## src/rtl/sw_pkg.sv

```systemverilog
package sw_pkg;

  // Saturating increment: the value stays at lim once reached.
  function automatic logic [31:0] sat_inc(input logic [31:0] v, input logic [31:0] lim);
    if (v >= lim) return lim;
    return v + 32'd1;
  endfunction

  // The timer is expired when it sits at the limit.
  function automatic logic at_limit(input logic [31:0] v, input logic [31:0] lim);
    return (v == lim);
  endfunction

  // Active-low output level from the three contributing conditions.
  function automatic logic out_level(input logic low_supply, input logic enabled,
                                     input logic expired);
    return !(low_supply || (enabled && expired));
  endfunction

endpackage

```

## src/rtl/sw_sync.sv

```systemverilog
module sw_sync #(
  parameter int unsigned STAGES = 2
) (
  input  logic clk,
  input  logic din,
  output logic dout
);
  logic [STAGES-1:0] chain_q;

  generate
    for (genvar i = 0; i < STAGES; i++) begin : g_stage
      if (i == 0) begin : g_first
        always_ff @(posedge clk) chain_q[i] <= din;
      end else begin : g_next
        always_ff @(posedge clk) chain_q[i] <= chain_q[i-1];
      end
    end
  endgenerate

  assign dout = chain_q[STAGES-1];
endmodule

```

## src/rtl/sw_edge_det.sv

```systemverilog
module sw_edge_det (
  input  logic clk,
  input  logic level,
  output logic toggled
);
  logic prev_q;

  always_ff @(posedge clk) prev_q <= level;

  assign toggled = (level != prev_q);
endmodule

```

## src/rtl/sw_timer.sv

```systemverilog
module sw_timer #(
  parameter int unsigned LIMIT = 1000,
  localparam int unsigned CW   = $clog2(LIMIT + 1)
) (
  input  logic          clk,
  input  logic          rst_n,
  input  logic          enable,
  input  logic          clear,
  output logic [CW-1:0] count,
  output logic          expired
);
  localparam logic [31:0] LIM32 = 32'(LIMIT);

  logic [CW-1:0] count_q;
  logic [CW-1:0] count_inc;

  assign count_inc = CW'(sw_pkg::sat_inc(32'(count_q), LIM32));

  always_ff @(posedge clk) begin
    if (!rst_n || !enable || clear) count_q <= '0;
    else                            count_q <= count_inc;
  end

  assign count   = count_q;
  assign expired = sw_pkg::at_limit(32'(count_q), LIM32);
endmodule

```

## src/rtl/stall_watchdog.sv

```systemverilog
module stall_watchdog #(
  parameter int unsigned TIMEOUT_CYCLES = 1000,
  parameter int unsigned SYNC_STAGES    = 2,
  localparam int unsigned CW            = $clog2(TIMEOUT_CYCLES + 1)
) (
  input  logic clk,
  input  logic rst_n,
  input  logic wd_en,
  input  logic wdi,
  input  logic supply_low,
  output logic wdo_n
);
  logic          wdi_sync;
  logic          wdi_edge;
  logic [CW-1:0] timer_count;
  logic          timer_expired;

  sw_sync #(.STAGES(SYNC_STAGES)) u_sync (
    .clk  (clk),
    .din  (wdi),
    .dout (wdi_sync)
  );

  sw_edge_det u_edge (
    .clk     (clk),
    .level   (wdi_sync),
    .toggled (wdi_edge)
  );

  sw_timer #(.LIMIT(TIMEOUT_CYCLES)) u_timer (
    .clk     (clk),
    .rst_n   (rst_n),
    .enable  (wd_en),
    .clear   (wdi_edge),
    .count   (timer_count),
    .expired (timer_expired)
  );

  assign wdo_n = sw_pkg::out_level(supply_low, wd_en, timer_expired);
endmodule

```

## config.mk

```make
export PLATFORM = sky130hd
export DESIGN_NAME = stall_watchdog
export DESIGN_NICKNAME = d
export VERILOG_FILES = /design/src/rtl/sw_pkg.sv /design/src/rtl/sw_sync.sv /design/src/rtl/sw_edge_det.sv /design/src/rtl/sw_timer.sv /design/src/rtl/stall_watchdog.sv
export SDC_FILE = /design/constraint.sdc
export NUM_CORES = 1
export LEC_CHECK = 0
export ABC_AREA = 1
export CAP_MARGIN = 30
export CORE_AREA = 4 4 41 43
export CTS_CLUSTER_DIAMETER = 80
export CTS_CLUSTER_SIZE = 14
export DETAILED_ROUTE_END_ITERATION = 8
export DIE_AREA = 0 0 45 47
export DONT_BUFFER_PORTS = 1
export SYNTH_ARGS = -nofsm -noshare
export SYNTH_HDL_FRONTEND = slang
export SYNTH_SLANG_ARGS = --single-unit
```

## constraint.sdc

```tcl
create_clock -name clk -period 1.2 [get_ports clk]
set_input_delay 0.06 -clock clk [delete_from_list [all_inputs] [get_ports clk]]
set_output_delay 0.06 -clock clk [all_outputs]
set_load 0.02 [all_outputs]
```

# After elaboration in Yosys (flattened, before gate mapping)
# Index checks and enable logic that the tools add are counted.
word_totals:
  reg_bits: 13
  input_bits: 5
  output_inout_bits: 1
  word_cells: 18
op_classes:
  mux: 3
  reduce_logical: 7
  n_eq_ne: 2
  magnitude_cmp: 1
  add_sub_neg: 1
ops:
  columns: ["cell", "count"]
  rows:
  - ["$mux 10", 2]
  - ["$add 10x1->10 const B", 1]
  - ["$eq 10x10->1 const B", 1]
  - ["$ge 10x10->1 const B", 1]
  - ["$logic_not 1->1", 3]
  - ["$logic_or 1x1->1", 3]
  - ["$logic_and 1x1->1", 1]
  - ["$mux 1", 1]
  - ["$ne 1x1->1", 1]

# Longest topological paths before layout
# Gate-level depths: netlist of the first run.
depth:
  depth_word: 4
  ltp_mapped: 7
  depth_no_buf: 7

# Cells and area by module
# A second synthesis of the first run with hierarchy kept.
hier_totals:
  cells_unflattened: 88
  area_unflattened_um2: 656.9
by_module_without_submodules:
  columns: ["module", "area_each_um2", "instances", "cells_per_inst", "seq_area_each_um2"]
  rows:
  - ["sw_timer", 569.3, 1, 79, 200.2]
  - ["sw_sync", 40.0, 1, 2, 40.0]
  - ["sw_edge_det", 38.8, 1, 6, 20.0]
  - ["stall_watchdog", 8.8, 1, 1, 0.0]

# Least setup slack after synthesis of the first run
# Ideal clock, no wire load.
synth_path:
  kind: "register to output"
  startpoint: "register u_timer.count_q[0] (netlist: u_timer.count[0])"
  endpoint: "output port wdo_n"
  t_arrival_ns: 1.058
  stages_incl_launch_ff: 6
  path_slack_ns: 0.082
  required_time_ns: 1.140
  path_buffers: 0
  path_cell_list: "dfxtp_1 inv_1 ha_1 nand3_1 nor2_1 a21oi_1"
synth_via:
  elab_chain_len: 4
synth_rtl:
  columns: ["element", "line", "source"]
  rows:
  - ["start: declaration", "sw_timer.sv:14", "logic [CW-1:0] count_q;"]
  - ["start signal: assignment", "sw_timer.sv:21", "else count_q <= count_inc;"]
  - ["$eq 10x10->1", "sw_pkg.sv:11", "return (v == lim);"]
  - ["$logic_and 1x1->1", "sw_pkg.sv:17", "return !(low_supply || (enabled && expired));"]
  - ["$logic_or 1x1->1", "sw_pkg.sv:17", null]
  - ["$logic_not 1->1", "sw_pkg.sv:17", null]
  - ["end: declaration", "stall_watchdog.sv:11", "output logic wdo_n"]
# Every way passes these cells.

# Final worst setup path of the first run
# Same ends and word-level chain as after synthesis.

==> flow_summary.toml, run 1 <==
[run_status]
outcome = "finished, violations left"
violations = "setup timing"

[finish]
antenna_cells = 0
mostFrequentLayoutCell = "nand2_1"
most-common-layout-cells = "nand2_1, nor2_1, dfxtp_1"
syn_to_final_growth_pct = 25.0
fin_nets = 103
drive_gt1_frac = 0.316

[synthesis]
synth-adder-area-share = 0.0417
ys_warn_count = 0
syn_nets = 90
ys_types = 16
synth-simple-area-share = 0.340
synthMuxAreaShare = 0
ys_ff_latch = 13
syn_area_um2 = 601
synthCells = 83
ys_seq_area_frac = 0.433
synth-compound-area-share = 0.0729
synth_area_per_cell_um2 = 7.24
synth-xor-area-share = 0.0438
synth_top_family_by_area = "simple AND/OR/NAND/NOR gates"

[placed_design]
gp_congestion = 0.747
hpwl_um = 847
dp_slack_ns = 0.0967
portBuffers = 0

[timing]
relSlewSlack = 0.864
fin_skew_ns = 0.00654
fmax_mhz = 796
period_needed_ns = 1.26
rsz0062_at_grt = "yes"
period_share = 1.05
worstMarginPinSlew_ns = 0.203
slew_violations = 0
postLayoutSetupSlackWorst_ns = -0.0559
hold_slack_ns = 0.136
setup_viol = 1
fin_tns_setup_ns = -0.0559
finalHoldViolCount = 0

[route]
drtIter0Drc = 2
routed_wl_mm = 1.18
drc_errors = 0
first_pass_iters = 4
drt-vias-per-instance = 4.79
drtAntennaViolNets = 0
vias = 527
wire_per_inst_um = 10.7

[critical_path]
end_kind = "output port"
worstSetupPathType = "reg2out"
cp-start-kind = "flip-flop"
cp.arrival_ns = 1.20
reg2reg_slack_ns = 0.05
critPathMaxFanout = 2
crit_required_ns = 1.14

[global_routing]
grt_max_degree = 9
grt.overflow.total = 0
antenna_found_initial = 0
grt_use_total = 0.123
grt_pass1_vias = 492
grt_pass1_wl_mm = 1.93

[pwr]
p_per_area_nw_per_um2 = 1020
power.leakage_nw = 0.292
ir_worst_vdd_v = 0.000577
total_power_mw = 0.763

[die]
dieWidth_um = 45
initial_core_util = 0.462
die_height_um = 47
ios = 6
rows = 13
die_area_um2 = 2120
design.core.area_um2 = 1300

[clock_network]
cts.path.max_buffers = 2
cts_root_buf = "clkbuf_4"
htreeDepth = 1
numCtsBuffers = 3
cts_tree = "done"
insertion_delay_ns = 0.27
cts.sinks = 13
clkTransAtPathRegs_ns = 0.09

[hold_path]
hp-class = "in2reg"

[run]
drv_cap = 0
path summary, 6_finish.rpt:
check,from,end,cells past startpoint
max,u_timer.count[0],wdo_n,6
min,rst_n,u_timer.count[5],6
max reg2reg,u_timer.count[0],u_timer.count[8],8
min reg2reg,u_sync.chain_q[0],u_sync.dout,0
cell usage after synthesis (all sizes together):
| cell type | count | area [µm²] |
|---|---|---|
| a21oi | 6 | 30.0 |
| clkinv | 1 | 3.75 |
| dfxtp | 13 | 260 |
| ha | 2 | 25.0 |
| inv | 10 | 37.5 |
| nand2 | 18 | 70.1 |
| nand3 | 6 | 40.0 |
| nor2 | 21 | 88.8 |
| nor3 | 1 | 5.00 |
| o21ai | 2 | 13.8 |
| xnor2 | 1 | 8.76 |
| xor2 | 2 | 17.5 |
critical path, cell delays in order (launching register included):
cell	delay [ns]
dfxtp_2	0.35
inv_2	0.05
ha_4	0.15
nand3_2	0.06
nor2_1	0.04
a21oi_1	0.11
buf_4	0.15
final cells by class:
type                            instances  area, µm²
Multi-Input combinational cell         59        337
Fill cell                             120        551
Inverter                               11       41.3
Sequential cell                        13        264
Clock buffer                            3       22.5
Tap cell                               15       18.8
Clock inverter                          1       5.00
Timing Repair Buffer                    8       62.6
layer usage:
metal,vias up,part of all wire,track usage
met3,0,0.035,0.0230
met2,13,0.48,0.215
met5,-,0,0
met4,0,0,0.0351
li1,280,-,-
met1,234,0.48,0.154
through the flow:
stage          instance area, µm²  utilization  std cells
3_3_place_gp                  649        0.499        102
5_1_grt                       751        0.577        110
3_5_place_dp                  649        0.499        102
6_report                      751        0.577        110
4_1_cts                       733        0.563        110
2_1_floorplan                 601            -         83
registers in the layout (all words and copies together) (netlist names):
register,count
u_sync.chain_q,1
u_edge.prev_q,1
u_timer.count,10
u_sync.dout,1
logic make-up after synthesis:
kind of cell | Yosys count
simple gates | 46
buf+inv | 11
flops | 13
compound gates | 8
fa+ha+maj | 2
xor+xnor | 3
timing repair:
item / in CTS / in global routing
resized for setup: 9 / 4
setup endpoints to repair: 1 / 4
pin swaps: 5 / 5
setup buffers: 3 / 0
hold endpoints to repair: 1 / 0
cloned: 0 / 0
hold buffers: 1 / 0
power breakdown:
group,internal (mW),switching [mW]
sequential,0.439,0.00402
clock,0.123,0.151
combinational,0.0223,0.0232
total,0.585,0.178
(Power assumes the default switching activity.)
==> run 2: changes to the inputs <==
--- a/config.mk
+++ b/config.mk
@@ -7,11 +7,11 @@
 export LEC_CHECK = 0
 export ABC_AREA = 1
 export CAP_MARGIN = 30
-export CORE_AREA = 4 4 41 43
+export CORE_MARGIN = 4
+export CORE_UTILIZATION = 40
 export CTS_CLUSTER_DIAMETER = 80
 export CTS_CLUSTER_SIZE = 14
 export DETAILED_ROUTE_END_ITERATION = 8
-export DIE_AREA = 0 0 45 47
 export DONT_BUFFER_PORTS = 1
 export SYNTH_ARGS = -nofsm -noshare
 export SYNTH_HDL_FRONTEND = slang
==> run 2 against run 1 <==
The run still ends with setup timing left. Clock power shrank 4%. Cell count fell by 1.8%. Count of clock-buffer cells in the layout is 1 higher. Wire length decreased by 0.17%. Sequential power hardly changed. Largest power group unchanged.
==> flow_summary.toml, run 2 (synthesized netlist as in run 1, its figures left out) <==
[finish]
multiInputGateArea_um2 = 334
register_area_um2 = 267
fill_cells = 128
mostFrequentLayoutCell = "nand2_1"
largest_register_ffs = 10
syn_to_final_growth_pct = 22.3
most-common-layout-cells = "nand2_1, nor2_1, inv_1, dfxtp_1"
antenna_cells = 0
fin_nets = 101
design_area_um2 = 734
drive_gt1_frac = 0.301
fin_cells = 108

[placed_design]
gp_congestion = 0.743
place_inst = 100
dp_slack_ns = 0.0583
place_area_um2 = 634
hpwl_um = 805
portBuffers = 0

[timing]
rsz0062_at_grt = "yes"
fin_tns_setup_ns = -0.0442
setup_viol = 1
period_needed_ns = 1.24
relSlewSlack = 0.864
slew_violations = 0
finalHoldViolCount = 0
period_share = 1.04
fmax_mhz = 804
worstMarginPinSlew_ns = 0.203
fin_skew_ns = 0.00578
postLayoutSetupSlackWorst_ns = -0.0442

[clock_network]
cts_root_buf = "clkbuf_4"
numCtsBuffers = 3
cts.sinks = 13
insertion_delay_ns = 0.27
clkTransAtPathRegs_ns = 0.08
cts_tree = "done"
htreeDepth = 1
cts.path.max_buffers = 2

[route]
routed_wl_mm = 1.18
drtIter0Drc = 18
drt-vias-per-instance = 4.86
wire_per_inst_um = 10.9
first_pass_iters = 4
drtAntennaViolNets = 0
drc_errors = 0
vias = 525

[run_status]
violations = "setup timing"
outcome = "finished, violations left"

[pwr]
power.leakage_nw = 0.280
p_per_area_nw_per_um2 = 1020
total_power_mw = 0.748
ir_worst_vdd_v = 0.000723

[die]
die_height_um = 46.8
design.core.area_um2 = 1350
die_area_um2 = 2190
rows = 13
initial_core_util = 0.445
ios = 6
dieWidth_um = 46.8

[global_routing]
grt_max_degree = 8
grt_use_total = 0.131
grt_pass1_vias = 482
antenna_found_initial = 0
grt.overflow.total = 0
grt_pass1_wl_mm = 1.95

[critical_path]
end_kind = "output port"
crit_chain = "inv_2 > ha_4 > nand3_2 > nor2_1 > a21oi_1 > buf_4"
crit_required_ns = 1.14
cp-start-kind = "flip-flop"
worst_path_max_delay_cell = "dfxtp_2"
worstSetupPathType = "reg2out"
slowest_delay_ns = 0.34
cp.arrival_ns = 1.18
critPathMaxFanout = 2

[hold_path]
hp-class = "in2reg"

[run]
drv_cap = 0
==> run 2: final timing paths <==
kind | start | end | slack (ns) | depth (start not counted)
max | u_timer.count[0] | wdo_n | -0.04 | 6
min reg2reg | u_sync.chain_q[0] | u_sync.dout | 0.34 | 0
min | rst_n | u_timer.count[6] | 0.15 | 5
max reg2reg | u_timer.count[0] | u_timer.count[8] | 0.04 | 7
==> run 2: cell type report <==
cell class,instances,area share
inverters,11,0.0562
well taps,15,0.0256
multi-input cells,59,0.455
flip-flops and latches,13,0.363
repair buffers,6,0.0647
clock buffers,4,0.0358
==> run 2: per-stage QoR <==
| stage | hold WS, ns | util |
|---|---|---|
| 6_report | 0.152 | 0.544 |
| 5_1_grt | 0.181 | 0.544 |
| 4_1_cts | 0.154 | 0.524 |
| 3_5_place_dp | 0.0878 | 0.470 |
| 3_3_place_gp | 0.0878 | 0.470 |
| 2_1_floorplan | 0.0877 | - |
==> run 2: power breakdown <==
part / internal [mW] / switching, mW
clock: 0.129 / 0.135
combinational: 0.0194 / 0.0222
sequential: 0.439 / 0.00403
total: 0.587 / 0.161
==> run 2: per-layer routing <==
layer	vias up	global-route usage	share of wire
met5	-	0	0
met4	0	0.0829	0.023
met3	4	0.0460	0.043
met2	9	0.201	0.43
met1	234	0.156	0.50
li1	278	-	-
==> run 2: critical path, delay by kind of cell, from the launching register on <==
family                   cells  cell delay, ns
buffers and inverters        2            0.20
adder cells (fa/ha/maj)      1            0.14
AND/OR/NAND/NOR              2            0.11
AO/OA/AOI/OAI                1            0.11
flip-flops                   1            0.34
==> run 2: repair_timing <==
item | CTS | global route
endpoints found under the hold margin | 1 | 0
hold buffers | 1 | 0
pin swaps | 4 | 4
setup buffers | 2 | 1
setup endpoints to repair | 1 | 7
resized for setup | 8 | 6
